<file path="src/rtl/sre_pkg.sv">
`timescale 1ns/1ps
package sre_pkg;

    typedef enum logic [2:0] {
        PH_IDLE  = 3'd0,
        PH_LOAD  = 3'd1,
        PH_LOOK  = 3'd2,
        PH_PLACE = 3'd3,
        PH_EMIT  = 3'd4,
        PH_DONE  = 3'd5
    } phase_e;

    // Number of candidate positions tried for one placement
    localparam int PICK_TRIES = 5;

    // Signed distance of candidate k from the target: +0,+1,+2,-1,-2
    function automatic int pick_step(input int k);
        return (k < 3) ? k : (2 - k);
    endfunction

endpackage

</file>
<file path="src/rtl/sre_slot_pick.sv">
`timescale 1ns/1ps
module sre_slot_pick
    import sre_pkg::*;
#(
    parameter int SLOTS = 16,
    parameter int TW    = 6,
    localparam int IDX_W = (SLOTS > 1) ? $clog2(SLOTS) : 1
) (
    input  logic [SLOTS-1:0] occ,
    input  logic [TW-1:0]    target,
    output logic             found,
    output logic [IDX_W-1:0] pick
);

    always_comb begin
        found = 1'b0;
        pick  = '0;
        for (int k = 0; k < PICK_TRIES; k++) begin
            int cand;
            cand = int'(target) + pick_step(k);
            if (!found && cand >= 0 && cand < SLOTS) begin
                if (!occ[IDX_W'(cand)]) begin
                    found = 1'b1;
                    pick  = IDX_W'(cand);
                end
            end
        end
    end

endmodule

</file>
<file path="src/rtl/sre_rec_store.sv">
`timescale 1ns/1ps
module sre_rec_store #(
    parameter int DEPTH = 16,
    parameter int W     = 8,
    localparam int AW   = (DEPTH > 1) ? $clog2(DEPTH) : 1
) (
    input  logic          clk,
    input  logic          rst_n,
    input  logic          wr_en,
    input  logic [AW-1:0] wr_idx,
    input  logic [W-1:0]  wr_data,
    input  logic [AW-1:0] rd_idx,
    output logic [W-1:0]  rd_data
);

    logic [DEPTH-1:0][W-1:0] mem_d, mem_q;

    always_comb begin
        mem_d = mem_q;
        if (wr_en) begin
            mem_d[wr_idx] = wr_data;
        end
    end

    always_ff @(posedge clk) begin
        if (!rst_n) begin
            mem_q <= '0;
        end else begin
            mem_q <= mem_d;
        end
    end

    assign rd_data = mem_q[rd_idx];

endmodule

</file>
<file path="src/rtl/sre_engine.sv">
`timescale 1ns/1ps
module sre_engine
    import sre_pkg::*;
#(
    parameter int SLOTS        = 16,
    parameter int ADDR_W       = 32,
    parameter int REGION_BYTES = 256,
    parameter int KEY_W        = 16,
    parameter int DLT_W        = 8,
    parameter int EDLT_W       = 4,
    parameter int ELEMS        = 4,
    localparam int OFS_W  = $clog2(REGION_BYTES),
    localparam int REG_W  = ADDR_W - OFS_W,
    localparam int EW     = 2 + EDLT_W + OFS_W
) (
    input  logic                  clk,
    input  logic                  rst_n,
    input  logic                  start,
    output logic                  busy,
    input  logic                  rec_valid,
    output logic                  rec_ready,
    input  logic [REG_W-1:0]      rec_region,
    input  logic [KEY_W-1:0]      rec_key,
    input  logic [DLT_W-1:0]      rec_delta,
    input  logic                  rec_last,
    output logic                  pt_rd_en,
    output logic [KEY_W-1:0]      pt_rd_key,
    input  logic                  pt_rd_hit,
    input  logic [ELEMS*EW-1:0]   pt_rd_elems,
    output logic                  out_valid,
    input  logic                  out_ready,
    output logic [ADDR_W-1:0]     out_addr,
    output logic                  done
);

    localparam int IDX_W  = (SLOTS > 1) ? $clog2(SLOTS) : 1;
    localparam int CNT_W  = IDX_W + 1;
    localparam int EPT_W  = (ELEMS > 1) ? $clog2(ELEMS) : 1;
    localparam int SW     = ((IDX_W > DLT_W) ? IDX_W : DLT_W) + 2;
    localparam int TW     = ((IDX_W > EDLT_W) ? IDX_W : EDLT_W) + 1;
    localparam int RW     = REG_W + KEY_W + IDX_W;

    typedef struct packed {
        phase_e                          phase;
        logic [SLOTS-1:0][ADDR_W-1:0]    slot;
        logic [IDX_W-1:0]                idx;
        logic [CNT_W-1:0]                nrec;
        logic                            first;
        logic                            stop;
        logic [IDX_W-1:0]                rptr;
        logic [ELEMS*EW-1:0]             elems;
        logic [EPT_W-1:0]                eptr;
        logic [IDX_W-1:0]                scan;
    } st_t;

    function automatic st_t rst_state();
        st_t r;
        r       = '0;
        r.phase = PH_IDLE;
        r.slot  = '1;
        return r;
    endfunction

    st_t s_d, s_q;

    // record store ports
    logic              st_wr_en;
    logic [IDX_W-1:0]  st_wr_idx;
    logic [RW-1:0]     st_wr_data;
    logic [RW-1:0]     st_rd_data;
    logic [REG_W-1:0]  cur_region;
    logic [KEY_W-1:0]  cur_key;
    logic [IDX_W-1:0]  cur_base;

    // placement
    logic [SLOTS-1:0]  occ;
    logic [EW-1:0]     cur_el;
    logic [1:0]        cur_ctr;
    logic [EDLT_W-1:0] cur_edl;
    logic [OFS_W-1:0]  cur_ofs;
    logic [TW-1:0]     pick_target;
    logic              pick_ok;
    logic [IDX_W-1:0]  pick_idx;

    logic [SW-1:0]     nxt_slot;
    logic              last_rec;

    generate
        for (genvar gi = 0; gi < SLOTS; gi++) begin : g_occ
            assign occ[gi] = (s_q.slot[gi] != {ADDR_W{1'b1}});
        end
    endgenerate

    sre_rec_store #(
        .DEPTH (SLOTS),
        .W     (RW)
    ) u_store (
        .clk     (clk),
        .rst_n   (rst_n),
        .wr_en   (st_wr_en),
        .wr_idx  (st_wr_idx),
        .wr_data (st_wr_data),
        .rd_idx  (s_q.rptr),
        .rd_data (st_rd_data)
    );

    assign {cur_region, cur_key, cur_base} = st_rd_data;

    assign cur_el      = s_q.elems[int'(s_q.eptr) * EW +: EW];
    assign cur_ctr     = cur_el[EW-1 -: 2];
    assign cur_edl     = cur_el[OFS_W +: EDLT_W];
    assign cur_ofs     = cur_el[OFS_W-1:0];
    assign pick_target = TW'(cur_base) + TW'(cur_edl);

    sre_slot_pick #(
        .SLOTS (SLOTS),
        .TW    (TW)
    ) u_pick (
        .occ    (occ),
        .target (pick_target),
        .found  (pick_ok),
        .pick   (pick_idx)
    );

    assign nxt_slot = s_q.first ? '0
                    : SW'(s_q.idx) + SW'(rec_delta) + SW'(1);
    assign last_rec = ({1'b0, s_q.rptr} + CNT_W'(1)) == s_q.nrec;

    always_comb begin
        s_d        = s_q;
        st_wr_en   = 1'b0;
        st_wr_idx  = s_q.nrec[IDX_W-1:0];
        st_wr_data = {rec_region, rec_key, nxt_slot[IDX_W-1:0]};
        rec_ready  = 1'b0;
        pt_rd_en   = 1'b0;
        pt_rd_key  = cur_key;
        out_valid  = 1'b0;
        out_addr   = s_q.slot[s_q.scan];
        done       = 1'b0;

        unique case (s_q.phase)
            PH_IDLE: begin
                if (start) begin
                    s_d.slot  = '1;
                    s_d.nrec  = '0;
                    s_d.idx   = '0;
                    s_d.first = 1'b1;
                    s_d.stop  = 1'b0;
                    s_d.phase = PH_LOAD;
                end
            end

            PH_LOAD: begin
                rec_ready = 1'b1;
                if (rec_valid) begin
                    s_d.first = 1'b0;
                    if (!s_q.stop) begin
                        if (nxt_slot < SW'(SLOTS)) begin
                            st_wr_en = 1'b1;
                            s_d.slot[nxt_slot[IDX_W-1:0]] =
                                {rec_region, {OFS_W{1'b0}}};
                            s_d.idx  = nxt_slot[IDX_W-1:0];
                            s_d.nrec = s_q.nrec + CNT_W'(1);
                        end else begin
                            s_d.stop = 1'b1;
                        end
                    end
                    if (rec_last) begin
                        s_d.rptr  = '0;
                        s_d.phase = PH_LOOK;
                    end
                end
            end

            PH_LOOK: begin
                pt_rd_en = 1'b1;
                if (pt_rd_hit) begin
                    s_d.elems = pt_rd_elems;
                    s_d.eptr  = '0;
                    s_d.phase = PH_PLACE;
                end else if (last_rec) begin
                    s_d.scan  = '0;
                    s_d.phase = PH_EMIT;
                end else begin
                    s_d.rptr  = s_q.rptr + IDX_W'(1);
                end
            end

            PH_PLACE: begin
                if (cur_ctr > 2'd1 && pick_ok) begin
                    s_d.slot[pick_idx] = {cur_region, cur_ofs};
                end
                if (s_q.eptr == EPT_W'(ELEMS - 1)) begin
                    if (last_rec) begin
                        s_d.scan  = '0;
                        s_d.phase = PH_EMIT;
                    end else begin
                        s_d.rptr  = s_q.rptr + IDX_W'(1);
                        s_d.phase = PH_LOOK;
                    end
                end else begin
                    s_d.eptr = s_q.eptr + EPT_W'(1);
                end
            end

            PH_EMIT: begin
                out_valid = occ[s_q.scan];
                if (!occ[s_q.scan] || out_ready) begin
                    if (s_q.scan == IDX_W'(SLOTS - 1)) begin
                        s_d.phase = PH_DONE;
                    end else begin
                        s_d.scan = s_q.scan + IDX_W'(1);
                    end
                end
            end

            PH_DONE: begin
                done      = 1'b1;
                s_d.phase = PH_IDLE;
            end

            default: begin
                s_d.phase = PH_IDLE;
            end
        endcase
    end

    always_ff @(posedge clk) begin
        if (!rst_n) begin
            s_q <= rst_state();
        end else begin
            s_q <= s_d;
        end
    end

    assign busy = (s_q.phase != PH_IDLE);

endmodule

</file>
<file path="config.mk">
export PLATFORM = sky130hd
export DESIGN_NAME = sre_engine
export DESIGN_NICKNAME = d
export VERILOG_FILES = /design/src/rtl/sre_pkg.sv /design/src/rtl/sre_slot_pick.sv /design/src/rtl/sre_rec_store.sv /design/src/rtl/sre_engine.sv
export SDC_FILE = /design/constraint.sdc
export NUM_CORES = 2
export LEC_CHECK = 0
export BUFFER_PORTS_ARGS = -buffer_cell sky130_fd_sc_hd__buf_2
export CORE_MARGIN = 2
export CORE_UTILIZATION = 53
export DETAILED_ROUTE_END_ITERATION = 10
export PLACE_DENSITY_LB_ADDON = 0.12
export SETUP_SLACK_MARGIN = 0.2
export SYNTH_ARGS = -nofsm -noshare
export SYNTH_HDL_FRONTEND = slang
export SYNTH_SLANG_ARGS = --single-unit
export TNS_END_PERCENT = 100
</file>
<file path="constraint.sdc">
create_clock -name clk -period 9.9 [get_ports clk]
set_input_delay 0.495 -clock clk [delete_from_list [all_inputs] [get_ports clk]]
set_output_delay 0.495 -clock clk [all_outputs]
set_load 0.005 [all_outputs]
</file>
==> results.py <==
metrics = {
    "outcome": {
        "run_status": "finished clean",
    },
    "synth": {
        "synth_cell_types": 99,
        "synthArstFlopShare": 0,
        "synth_top_area_frac": 0.3986,
        "ys_warn_count": 0,
        "synth-seq-area-share": 0.3986,
        "yosysTopAreaCell": "dfxtp_1",
        "synth_cells": 7088,
        "synth_ff_type": "dfxtp_1",
        "syn_nets": 7220,
        "synth.avg_cell_area_um2": 9.155,
        "synth-seq-cells": 1292,
        "synth_edf_count": 0,
        "synth_area_mm2": 0.06489,
        "yosys-top-cells-area": "dfxtp_1, mux4_2, nand2_1, a21boi_0, a221o_1",
    },
    "placed_design": {
        "finalWeightedCongestion": 1.034,
        "place_ws_ps": 1496,
        "hpwl_um": 168400,
        "io_buffer_count": 159,
        "dp.cells": 8329,
    },
    "sta": {
        "setup_viol": 0,
        "fmax_mhz": 116.3,
        "min_period_ps": 8601,
        "relSlewSlack": 0.08658,
        "layout_setup_ws_ps": 1299,
        "setup_tns_ps": 0,
        "period_share": 0.8688,
        "fin_worst_skew_ps": 33.00,
        "finalHoldViolations": 0,
        "rsz0062_at_grt": "false",
        "report.final.slew_viol_count": 0,
        "worst_pin_slew_ps": 1370,
    },
    "floorplanning": {
        "rows": 128,
        "die_w_um": 353.9,
        "coreArea_mm2": 0.1217,
        "ios": 164,
        "start_util": 0.5332,
        "dieHeight_um": 353.9,
        "dieArea_mm2": 0.1253,
    },
    "grt": {
        "grtUsageMet2": 0.6456,
        "busiest_layer": "met2",
        "grt_overflow": 0,
        "grt_max_degree": 318,
        "grt_pass1_vias": 57000,
        "grt_antenna_before_repair": 15,
        "grt_use_met3": 0.1220,
        "grt_usage": 0.4274,
        "met1_usage": 0.5304,
        "grt_pass1_wl_um": 396000,
    },
    "cts": {
        "cts_max_level": 4,
        "cts_tree": "done",
        "path_clk_slew_ps": 60,
        "root_buffer": "clkbuf_16",
        "postCtsSetupBuffers": 0,
        "clk_latency_ps": 800,
        "cts_buffers": 143,
        "cts_buffer_depth": 3,
        "cts_num_sinks": 1292,
    },
    "worst_setup_path": {
        "cp-startpoint": "s_q[62]$_SDFFE_PN0P_",
        "worstPathRequired_ps": 10570,
        "cp-start-kind": "register",
        "cp-end-kind": "register",
        "reg2reg_depth": 19,
        "critPathKind": "register to register",
        "r2r-start": "s_q[62]$_SDFFE_PN0P_",
        "critPathArrivalTime_ps": 9270,
        "crit_fanout": 27,
    },
    "power": {
        "share_seq_of_total_power": 0.300,
        "combPwrFrac": 0.453,
        "peakVddDrop_mv": 0.8203,
        "p_int_mw": 11.25,
        "switchingPower_mw": 10.65,
        "leakage_nw": 24.07,
        "power_density_mw_per_mm2": 303.9,
        "power.share.clock": 0.247,
        "p_sw_frac": 0.4862,
    },
    "routing": {
        "first_pass_iters": 8,
        "routedWlPerCell_um": 31.81,
        "drt_iter0_drc": 9190,
        "postRouteAntennaNets": 0,
        "num_vias": 60790,
        "drc_errors": 0,
        "vias_per_cell": 7.038,
        "drt-total-wl_um": 274700,
    },
    "worst_hold_path": {
        "whs_path_depth": 3,
        "worstHoldStart": "rec_key[10]",
        "hold_path_class": "input pin to register",
    },
    "final_layout": {
        "drive_above_1_share": 0.1529,
        "fin_nets": 7036,
        "synthToLayoutAreaGrowth_pct": 11.05,
        "fin_cells": 8637,
    },
    "run": {
        "drv_cap": 0,
    },
}
-- cell usage after synthesis, types with 6 or more instances --
master    count
mux4_2      405
mux2i_1      19
nand3_1      74
nor2_1      204
a211oi_1     24
ha_1         19
o21ai_0     304
buf_4         6
nor4_1       42
a41oi_1       9
nand3b_1     22
nand4_1     199
nor2b_1      18
xnor2_1      10
a21boi_0    768
nor3_1       52
buf_2        33
dfxtp_1    1292
o211ai_1     92
and3_1        9
o22a_1        6
a221oi_1    114
o31a_1       27
o22ai_1      10
a211o_1      13
o31ai_1      25
and2_1       24
nand2b_1     12
a21oi_1     144
clkbuf_1    599
a21o_1       37
buf_1        50
a31oi_1       7
o21a_1        9
nand2_1    1715
inv_1       164
or3_1         6
a221o_1     287
o221ai_1    125
-- logic make-up after synthesis --
family / share of synthesized area
buf+inv: 0.05131
mux: 0.1444
compound gates: 0.2395
fa+ha+maj: 0.004280
flops: 0.3986
simple gates: 0.1590
xor+xnor: 0.002988
-- registers in the layout (all words and copies together) (netlist names) --
signal	flops
s_q	588
u_store.mem_q	704
-- area by class of cell --
cell class	instances	area, um2
fillers	10570	49650
multi-input cells	4936	36190
flip-flops and latches	1292	25890
clock buffers	214	4290
repair buffers	364	2609
well taps	1625	2033
inverters	167	628.1
clock inverters	32	404.1
diodes	7	17.52
-- power by group through the flow --
stage	Combinational [mW]	Sequential (mW)	Clock (mW)
finish	9.92	6.57	5.41
detailed placement	9.13	6.59	0
global placement	9.08	6.59	0
global route	9.82	6.56	5.64
CTS	9.17	6.49	5.43
floorplan	5.15	6.18	0
-- worst paths after layout --
kind	end	slack, ps
setup / recovery	s_q[492]$_SDFFE_PN1P_	1300
hold reg to reg	u_store.mem_q[471]$_SDFFE_PN0P_	460
hold / removal	u_store.mem_q[454]$_SDFFE_PN0P_	100
setup reg to reg	s_q[492]$_SDFFE_PN1P_	1300
-- per-stage QoR --
stage	instance area, um2	hold WS [ps]	util	power (mW)
floorplan	64890	440.2	-	11.33
global placement	66760	448.0	0.5485	15.66
detailed placement	66760	456.2	0.5485	15.72
CTS	71970	59.95	0.5913	21.09
global route	72060	110.9	0.5920	22.02
finish	72060	103.6	0.5921	21.90
-- layer usage --
metal  up-vias  wire [um]
met4         6      22220
met1     29570     100700
li1      25740          -
met5         -         41
met3      1166      31800
met2      4312     119900
-- cells in the final DEF (no fill, tap or decap), types with 10 or more instances in the layout --
cell type and count:
clkbuf_8 36, o21ai_0 298, clkbuf_1 31, dfxtp_1 1283
nand2_1 1698, nor2_1 179, clkinv_2 15, nor4_1 37
nand4_1 199, nor2_4 15, nand3b_1 22, buf_4 142
a21boi_0 767, o211ai_1 92, nand2b_1 10, xnor2_1 10
a211oi_1 24, and2_1 22, o31a_1 26, mux4_2 405
inv_1 164, o31ai_1 23, a211o_1 13, a21o_1 37
a221oi_1 114, clkbuf_16 148, dlygate4sd3_1 52, buf_2 158
a221o_1 287, nor3_1 46, mux2i_1 19, nor2_2 11
a21oi_1 141, o221ai_1 125, nand2_2 15, nand3_1 69
ha_1 19, nor2b_1 18
-- worst max-delay path, stage by stage, from the launching register on --
cell and delay, ps:
dfxtp_4 600, buf_4 550, mux4_2 570, mux4_2 540
ha_1 420, xnor2_4 600, inv_2 310, ha_1 450
nand2_1 210, nand3_1 110, o22ai_1 220, o221ai_1 240
a221o_1 530, a311o_1 430, o21ai_2 110, and2_1 750
a41oi_1 250, or2_1 760, buf_4 430, a221o_1 350
-- repair_timing --
item | in CTS | in global routing
hold buffers | 52 | 0
resized for setup | 0 | 0
hold endpoints to repair | 52 | 0
Power figures use the tool's default switching activity.
